[src/rtl/alu_pkg.sv]
// Package: shared operation codes and flag layout for the ALU.
// Assumes the 3-bit operation code described in the brief.
package alu_pkg;

    typedef enum logic [2:0] {
        OP_ADD = 3'd0,
        OP_SUB = 3'd1,
        OP_AND = 3'd2,
        OP_ORR = 3'd3,
        OP_EOR = 3'd4,
        OP_SHL = 3'd5,
        OP_SHR = 3'd6,
        OP_CMP = 3'd7
    } alu_op_e;

    typedef struct packed {
        logic n;
        logic z;
        logic v;
        logic c;
    } alu_flags_t;

endpackage

[src/rtl/alu_opnd_sel.sv]
// Module: picks operand B from the register input or a zero-extended immediate.
// Assumes IMM_W <= DATA_W.
module alu_opnd_sel #(
    parameter int DATA_W = 64,
    parameter int IMM_W  = 12
) (
    input  logic [DATA_W-1:0] b_reg,
    input  logic [IMM_W-1:0]  imm,
    input  logic              imm_sel,
    output logic [DATA_W-1:0] b_eff
);
    localparam int PAD_W = DATA_W - IMM_W;

    // Zero-pad the immediate on the left and select it when requested.
    always_comb begin
        if (imm_sel) b_eff = {{PAD_W{1'b0}}, imm};
        else         b_eff = b_reg;
    end
endmodule

[src/rtl/alu_arith.sv]
// Module: adder/subtractor producing a sum, carry out and signed overflow.
// Subtraction is done as a + ~b + 1.
module alu_arith #(
    parameter int DATA_W = 64
) (
    input  logic [DATA_W-1:0] a,
    input  logic [DATA_W-1:0] b,
    input  logic              sub,
    output logic [DATA_W-1:0] sum,
    output logic              carry,
    output logic              ovf
);
    localparam int MSB = DATA_W - 1;

    logic [DATA_W-1:0] b_x;
    logic [DATA_W:0]   wide;

    // Invert B for subtract; the +1 enters as carry-in.
    always_comb begin
        b_x  = sub ? ~b : b;
        wide = {1'b0, a} + {1'b0, b_x} + {{DATA_W{1'b0}}, sub};
    end

    // Split the wide sum and derive signed overflow from the sign bits.
    always_comb begin
        sum   = wide[MSB:0];
        carry = wide[DATA_W];
        ovf   = (a[MSB] == b_x[MSB]) && (wide[MSB] != a[MSB]);
    end
endmodule

[src/rtl/alu_logic_shift.sv]
// Module: bitwise AND/OR/XOR of A and B and logical shifts of A.
// Assumes the shift count field is clog2(DATA_W) bits wide.
module alu_logic_shift
    import alu_pkg::*;
#(
    parameter int DATA_W  = 64,
    parameter int SHAMT_W = 6
) (
    input  logic [DATA_W-1:0]  a,
    input  logic [DATA_W-1:0]  b,
    input  logic [SHAMT_W-1:0] shamt,
    input  alu_op_e            op,
    output logic [DATA_W-1:0]  res
);
    logic [DATA_W-1:0] and_v, orr_v, eor_v;

    // One bit slice per data bit for the three bitwise functions.
    for (genvar gi = 0; gi < DATA_W; gi++) begin : g_bit
        assign and_v[gi] = a[gi] & b[gi];
        assign orr_v[gi] = a[gi] | b[gi];
        assign eor_v[gi] = a[gi] ^ b[gi];
    end

    // Select the bitwise or shift outcome for the current code.
    always_comb begin
        unique case (op)
            OP_AND:  res = and_v;
            OP_ORR:  res = orr_v;
            OP_EOR:  res = eor_v;
            OP_SHL:  res = a << shamt;
            OP_SHR:  res = a >> shamt;
            default: res = '0;
        endcase
    end
endmodule

[src/rtl/alu_flag_reg.sv]
// Module: NZVC flag register with synchronous active-low reset.
// Writes the next value only when wr_en is high.
module alu_flag_reg
    import alu_pkg::*;
(
    input  logic       clk,
    input  logic       rst_n,
    input  logic       wr_en,
    input  alu_flags_t nxt,
    output alu_flags_t cur
);
    // Hold, clear or load the flags on each rising edge.
    always_ff @(posedge clk) begin
        if (!rst_n)     cur <= '0;
        else if (wr_en) cur <= nxt;
    end
endmodule

[src/rtl/alu_core.sv]
// Module: top of the 64-bit ALU; combinational result, registered flags.
// Assumes inputs are stable around each rising clock edge.
module alu_core
    import alu_pkg::*;
#(
    parameter int DATA_W  = 64,
    parameter int IMM_W   = 12,
    parameter int SHAMT_W = 6
) (
    input  logic               clk,
    input  logic               rst_n,
    input  logic [DATA_W-1:0]  a_i,
    input  logic [DATA_W-1:0]  b_i,
    input  logic [2:0]         op_i,
    input  logic               imm_sel_i,
    input  logic [IMM_W-1:0]   imm_i,
    input  logic [SHAMT_W-1:0] shamt_i,
    input  logic               setf_i,
    output logic [DATA_W-1:0]  result_o,
    output logic [3:0]         flags_o
);
    localparam int MSB = DATA_W - 1;

    alu_op_e           op;
    logic [DATA_W-1:0] b_eff, arith_v, logic_v, calc_v;
    logic              is_arith, is_cmp, carry, ovf, wr_en;
    alu_flags_t        nxt_flags, cur_flags;

    // Decode the code into its class.
    always_comb begin
        op       = alu_op_e'(op_i);
        is_cmp   = (op == OP_CMP);
        is_arith = (op == OP_ADD) || (op == OP_SUB) || is_cmp;
    end

    alu_opnd_sel #(.DATA_W(DATA_W), .IMM_W(IMM_W)) u_opnd (
        .b_reg   (b_i),
        .imm     (imm_i),
        .imm_sel (imm_sel_i),
        .b_eff   (b_eff)
    );

    alu_arith #(.DATA_W(DATA_W)) u_arith (
        .a     (a_i),
        .b     (b_eff),
        .sub   (op != OP_ADD),
        .sum   (arith_v),
        .carry (carry),
        .ovf   (ovf)
    );

    alu_logic_shift #(.DATA_W(DATA_W), .SHAMT_W(SHAMT_W)) u_lgc (
        .a     (a_i),
        .b     (b_eff),
        .shamt (shamt_i),
        .op    (op),
        .res   (logic_v)
    );

    // Merge the unit outputs and build the next flags.
    always_comb begin
        calc_v        = is_arith ? arith_v : logic_v;
        nxt_flags.n   = calc_v[MSB];
        nxt_flags.z   = (calc_v == '0);
        nxt_flags.v   = is_arith & ovf;
        nxt_flags.c   = is_arith & carry;
        wr_en         = setf_i | is_cmp;
        result_o      = is_cmp ? '0 : calc_v;
    end

    alu_flag_reg u_flags (
        .clk   (clk),
        .rst_n (rst_n),
        .wr_en (wr_en),
        .nxt   (nxt_flags),
        .cur   (cur_flags)
    );

    // Expose the flag register as {N, Z, V, C}.
    assign flags_o = cur_flags;
endmodule

[config.mk]
export PLATFORM = sky130hd
export DESIGN_NAME = alu_core
export DESIGN_NICKNAME = d
export VERILOG_FILES = /design/src/rtl/alu_pkg.sv /design/src/rtl/alu_opnd_sel.sv /design/src/rtl/alu_arith.sv /design/src/rtl/alu_logic_shift.sv /design/src/rtl/alu_flag_reg.sv /design/src/rtl/alu_core.sv
export SDC_FILE = /design/constraint.sdc
export NUM_CORES = 1
export LEC_CHECK = 0
export BUFFER_PORTS_ARGS = -buffer_cell sky130_fd_sc_hd__buf_2
export CAP_MARGIN = 20
export CORE_MARGIN = 2
export CORE_UTILIZATION = 25
export DETAILED_ROUTE_END_ITERATION = 8
export PLACE_DENSITY = 0.47
export SLEW_MARGIN = 20
export SYNTH_ARGS = -nofsm -noshare
export SYNTH_HDL_FRONTEND = slang
export SYNTH_SLANG_ARGS = --single-unit
export TNS_END_PERCENT = 30
[constraint.sdc]
create_clock -name clk -period 20.5 [get_ports clk]
set_input_delay 4.1 -clock clk [delete_from_list [all_inputs] [get_ports clk]]
set_output_delay 4.1 -clock clk [all_outputs]
set_load 0.02 [all_outputs]
# Word level (Yosys, flattened, before mapping)
# Cells that the tools add are included.
[totals]
input_bits = 153
output_inout_bits = 68
wordCells = 224
reg_bits = 4
[classes]
shifts = 2
eq_ne = 9
bitwise_logic = 196
add_sub_neg = 2
reduce_logical = 6
muxes = 5
[op_table]
columns = ["operator", "n"]
rows = [
  ["one-hot mux 64 bit (5 select lines)", 1],
  ["2-to-1 mux 64 bit", 4],
  ["bitwise AND 1 bit", 66],
  ["adder 64 x 64 -> 65 bit", 1],
  ["adder 65 x 1 -> 65 bit", 1],
  ["bitwise OR 1 bit", 65],
  ["zero test 64 bit", 1],
  ["NOT 64 bit", 1],
  ["<< shifter 64 x 6 -> 64 bit", 1],
  [">> shifter 64 x 6 -> 64 bit", 1],
  ["bitwise XOR 1 bit", 64],
  ["== test 3 bit, second input constant", 4],
  ["== test 3 x 2 -> 1 bit, second input constant", 2],
  ["== test 3 x 1 -> 1 bit, second input constant", 1],
  ["zero test 3 bit", 1],
  ["nonzero test 3 bit", 1],
  ["logical OR 1 bit", 2],
  ["== test 1 bit", 1],
  ["logical AND 1 bit", 1],
  ["inequality test 1 bit", 1],
]

# Depth between registers and ports, before layout
[logic_depth]
depth_word = 8
ltp_mapped = 23
depth_no_buf = 16

# Hierarchy
# A second synthesis with hierarchy kept.
[unflattened]
cells_unflattened = 2687
area_unflattened_um2 = 18763.0
[modules_own_cells]
columns = ["module", "area_each_um2", "instances", "cells_per_inst", "seq_area_each_um2"]
rows = [
  ["alu_logic_shift", 12404.4, 1, 1700, 0.0],
  ["alu_arith", 4365.4, 1, 629, 0.0],
  ["alu_core", 1290.0, 1, 274, 0.0],
  ["alu_opnd_sel", 546.8, 1, 71, 0.0],
  ["alu_flag_reg", 156.4, 1, 13, 80.1],
]

# Worst setup path before layout
# No wires, ideal clock.
[synth_timing]
path_kind = "input to output"
from = "input op_i[2]"
to = "output result_o[58]"
required_ns = 16.400
cell_stages = 20
arrival_ns = 8.933
slack_ns = 7.467
n_path_buf = 7
cell_sequence = "clkbuf_1 > clkbuf_1 > clkbuf_1 > buf_1 > clkbuf_1 > or3_1 > clkbuf_1 > xnor2_1 > ha_1 > clkbuf_1 > a21oi_1 > o211ai_1 > a31oi_1 > a31oi_1 > nor2_1 > o211ai_1 > a31o_2 > xor2_1 > a2111oi_0 > nor2_1"
[synth_between]
elab_chain_cells = 6
word_cells_on_any_way = 17
classes_between = "add/sub: 2; eq/ne: 7; mux: 4; reduce/logical: 4"
[synth_rtl]
columns = ["item", "line_no", "text"]
rows = [
  ["start, declared", "alu_core.sv:14", "input logic [2:0] op_i,"],
  ["nonzero test 3 bit", "alu_core.sv:46", ".sub (op != OP_ADD),"],
  ["2-to-1 mux 64 bit", "alu_arith.sv:20", "b_x = sub ? ~b : b;"],
  ["adder 64 x 64 -> 65 bit", "alu_arith.sv:21", "wide = {1'b0, a} + {1'b0, b_x} + {{DATA_W{1'b0}}, sub};"],
  ["adder 65 x 1 -> 65 bit", "alu_arith.sv:21", ""],
  ["2-to-1 mux 64 bit", "alu_core.sv:62", "calc_v = is_arith ? arith_v : logic_v;"],
  ["2-to-1 mux 64 bit (*)", "alu_core.sv:68", "result_o = is_cmp ? '0 : calc_v;"],
  ["end, declared", "alu_core.sv:19", "output logic [DATA_W-1:0] result_o,"],
]
# Mark *: on every way between the ends. The rest lies on a longest branch, timed or not.

# Final worst setup path
[layout_timing]
from = "input imm_sel_i"
to = "output result_o[58]"
[layout_between]
elab_chain_cells = 7
word_cells_on_any_way = 11
classes_between = "add/sub: 2; mux: 5; bitwise: 4"
[layout_rtl]
columns = ["item", "line_no", "text"]
rows = [
  ["start, declared", "alu_core.sv:15", "input logic imm_sel_i,"],
  ["2-to-1 mux 64 bit (*)", "alu_opnd_sel.sv:16", "if (imm_sel) b_eff = {{PAD_W{1'b0}}, imm};"],
  ["NOT 64 bit", "alu_arith.sv:20", ""],
  ["2-to-1 mux 64 bit", "alu_arith.sv:20", ""],
  ["adder 64 x 64 -> 65 bit", "alu_arith.sv:21", ""],
  ["adder 65 x 1 -> 65 bit", "alu_arith.sv:21", ""],
  ["2-to-1 mux 64 bit (*)", "alu_core.sv:62", ""],
  ["2-to-1 mux 64 bit (*)", "alu_core.sv:68", ""],
]
# Marks and branches as above.

==> key figures <==
Run status
  • Outcome: complete, no violations

Timing
  • Fin crit period: 13720 ps
  • Final worst path period share: 66.9%
  • Rel. slew slack: 15.0%
  • Slew @ Worst Pin: 1270 ps
  • Sum Neg Setup Slack: 0 ps
  • Fin. Hold Viols: 0
  • Max Slew Vio Count: 0
  • F_max: 72.9 MHz
  • Setup-failing EPs final: 0
  • Clk_skew: 0 ps
  • Unrepaired setup endpoints after global routing: false

Worst setup path
  • Kind of critical path: input pin to output pin
  • Critical Path Sink Type: output pin
  • Crit start category: input pin
  • Crit. Startpoint: imm_sel_i
  • Crit-path max FO: 64
  • R2R Setup Slk: 19820 ps
  • Critical Path End: result_o[58]
  • Cell count of the worst reg-to-reg path: 2
  • Worst path required time: 16400 ps
  • CP arrival: 9620 ps
  • Worst r2r src: u_flags.cur[1]
  • Reg2reg end: u_flags.cur[1]

GRT
  • Grt total ovfl: 0
  • Vias in the first global route: 24924
  • Pin count of the biggest net entering global routing: 84
  • Initial antenna violation count: 7
  • GRT Resource Usage Total: 29.8%
  • First-pass GRT wire length: 197 mm

Detailed routing
  • Vias per inst: 6.37
  • DR WL/cell: 33.7 um
  • Final ANT Viol Nets: 0
  • Via count: 26537
  • DRC Markers: 0
  • Total wire length: 140 mm
  • Pre-antenna DRT Iters: 6
  • Iteration-0 DRC Markers: 3832

Floorplanning
  • IO Pins: 221
  • Initial core utilization: 25.2%
  • DIE HEIGHT: 300 um
  • Std-Cell Rows: 108
  • Die Area: 90100 um^2
  • Core ar.: 86900 um^2
  • DIE WIDTH: 300 um

Finish
  • Final Net Count: 3358
  • Area taken by multi-input logic gates: 19800 um^2
  • Share of cells above drive strength 1: 18.4%
  • Largest registers: u_flags.cur: 4 flops
  • Area Overhead vs Synth: 7.77%
  • Final std cells w/o fill: 4164
  • Top reg by flops: u_flags.cur
  • Fillers: 9721
  • Design area: 23600 um^2
  • Post-layout util: 27.2%
  • Reg area: 80.1 um^2
  • Largest register FFs: 4

Logic synthesis
  • Syn nets: 3381
  • Syn Area/Cell: 7.24 um^2
  • Async S/R FF share, synth: 0%
  • Post-Syn Area: 21900 um^2
  • Warnings, synthesis: 0
  • Syn Inst Count: 3031
  • Seq/Total Area, Yosys: 0.365%
  • Number of synthesized flops with an enable pin: 0
  • Netlist cell types: 100
  • Synthesized flop and latch total: 4
  • Top_reg_cell synth: dfxtp_1

Placed design
  • Placer Congestion: 1.08
  • Port-buffer cells: 220
  • Post-DP HPWL: 109 mm
  • Placed Area: 23500 um^2
  • Inst Count DP: 4157

Worst hold path
  • Hold crit path type: flip-flop to flip-flop

CTS
  • H-tree levels: 1
  • Root Buffer: clkbuf_16
  • Reg clk slew, reported paths: 30 ps
  • Clock Sinks: 4
  • Setup repair bufs after CTS: 0
  • # hold bufs at CTS: 0
  • Cts bufs inserted: 3
  • Worst-Skew Late Latency: 220 ps
  • Post-CTS Resized: 0
  • CTS tree: built
  • Clock Path Buffers: 2

Power and ir drop
  • Power, Total: 0.905 mW
  • Leakage: 9.61 nW
  • Worst VDD drop: 48.4 uV
  • Cell Pwr Density: 38.3 nW/um^2

Run
  • Number of max-cap violations: 0
==> metrics by stage <==
step	worst slack [ps]	hold slack, ps
CTS	6870	462
global route	6430	496
finish	6780	463
floorplan	7470	529
detailed placement	6890	458
global placement	6960	442
==> worst max-delay path, stage by stage <==
cell and delay [ps]:
buf_2 70, buf_4 610, mux2i_4 440, mux2i_1 680, inv_2 100, fa_1 420
nand2b_1 210, a21oi_1 340, o211ai_1 180, a31oi_1 450, nor2_1 290, o211ai_1 480
a31o_2 250, xor2_1 90, a2111oi_0 520, nor2_1 150, buf_2 200
==> cell type report <==
class / count / area share, %
multi-input combinational: 2558 / 83.9
timing repair buffer: 282 / 6.77
tap: 1155 / 6.11
inverter: 159 / 2.53
sequential: 4 / 0.339
clock buffer: 3 / 0.318
antenna: 3 / 0.0318
==> placed cells by master (no fill, tap or decap), types with 24 or more instances in the layout <==
cell type,count
a31oi_1,24
buf_4,63
o22ai_1,74
mux2_2,63
nand2b_1,83
nor3_1,68
mux4_2,148
a21o_1,26
buf_2,215
ha_1,196
o21ai_0,165
nand2_1,295
mux2i_1,150
nand3_1,57
inv_1,154
a21oi_1,221
a211oi_1,55
a22oi_1,48
o211ai_1,41
xnor2_1,84
nor2_1,269
and2_1,32
nand4_1,49
==> synthesized netlist by cell type, types with 63 or more instances <==
library cell	number	area share [%]
clkbuf_1	183	3.1
a21oi_1	221	5.0
ha_1	196	11
nor2_1	273	4.7
nand2b_1	83	2.4
xnor2_1	84	3.4
nor3_1	69	1.6
o21ai_0	167	3.8
nand2_1	295	5.0
mux2_2	63	3.2
o22ai_1	74	2.1
inv_1	157	2.7
mux2i_1	150	6.8
mux4_2	148	15
==> cell families after synthesis <==
kind of cell               after synthesis  share of synthesized area [%]
buffers and inverters                  469                           9.47
muxes                                  367                           25.8
and+or+nand+nor                        979                           21.1
adders and majority gates              197                           11.3
xor gates and xnor gates               103                           4.11
AOI/OAI and AO/OA                      912                           27.8
DFF                                      4                          0.365
==> power breakdown <==
| part | total (mW) | internal (mW) | switching, mW |
|---|---|---|---|
| combinational | 0.866 | 0.283 | 0.583 |
| sequential | 0.00855 | 0.00830 | 0.000248 |
| clock | 0.0301 | 0.0249 | 0.00522 |
| total | 0.905 | 0.317 | 0.588 |
==> how the worst min path moves through the flow <==
stage | cells past startpoint | start | to
CTS | 2 | u_flags.cur[2] | u_flags.cur[2]
global placement | 2 | u_flags.cur[2] | u_flags.cur[2]
global route | 2 | u_flags.cur[3] | u_flags.cur[3]
finish | 2 | u_flags.cur[2] | u_flags.cur[2]
floorplan | 2 | u_flags.cur[2] | u_flags.cur[2]
detailed placement | 2 | u_flags.cur[2] | u_flags.cur[2]
==> metal layers <==
layer / GRT usage, % / vias to the layer above / share of wire [%]
met5: 0 / - / 0.026
met4: 13.6 / 6 / 5.7
met2: 45.8 / 1778 / 43
met1: 39.7 / 13065 / 40
li1: - / 11335 / -
met3: 6.68 / 353 / 11
(Power assumes the default switching activity.)
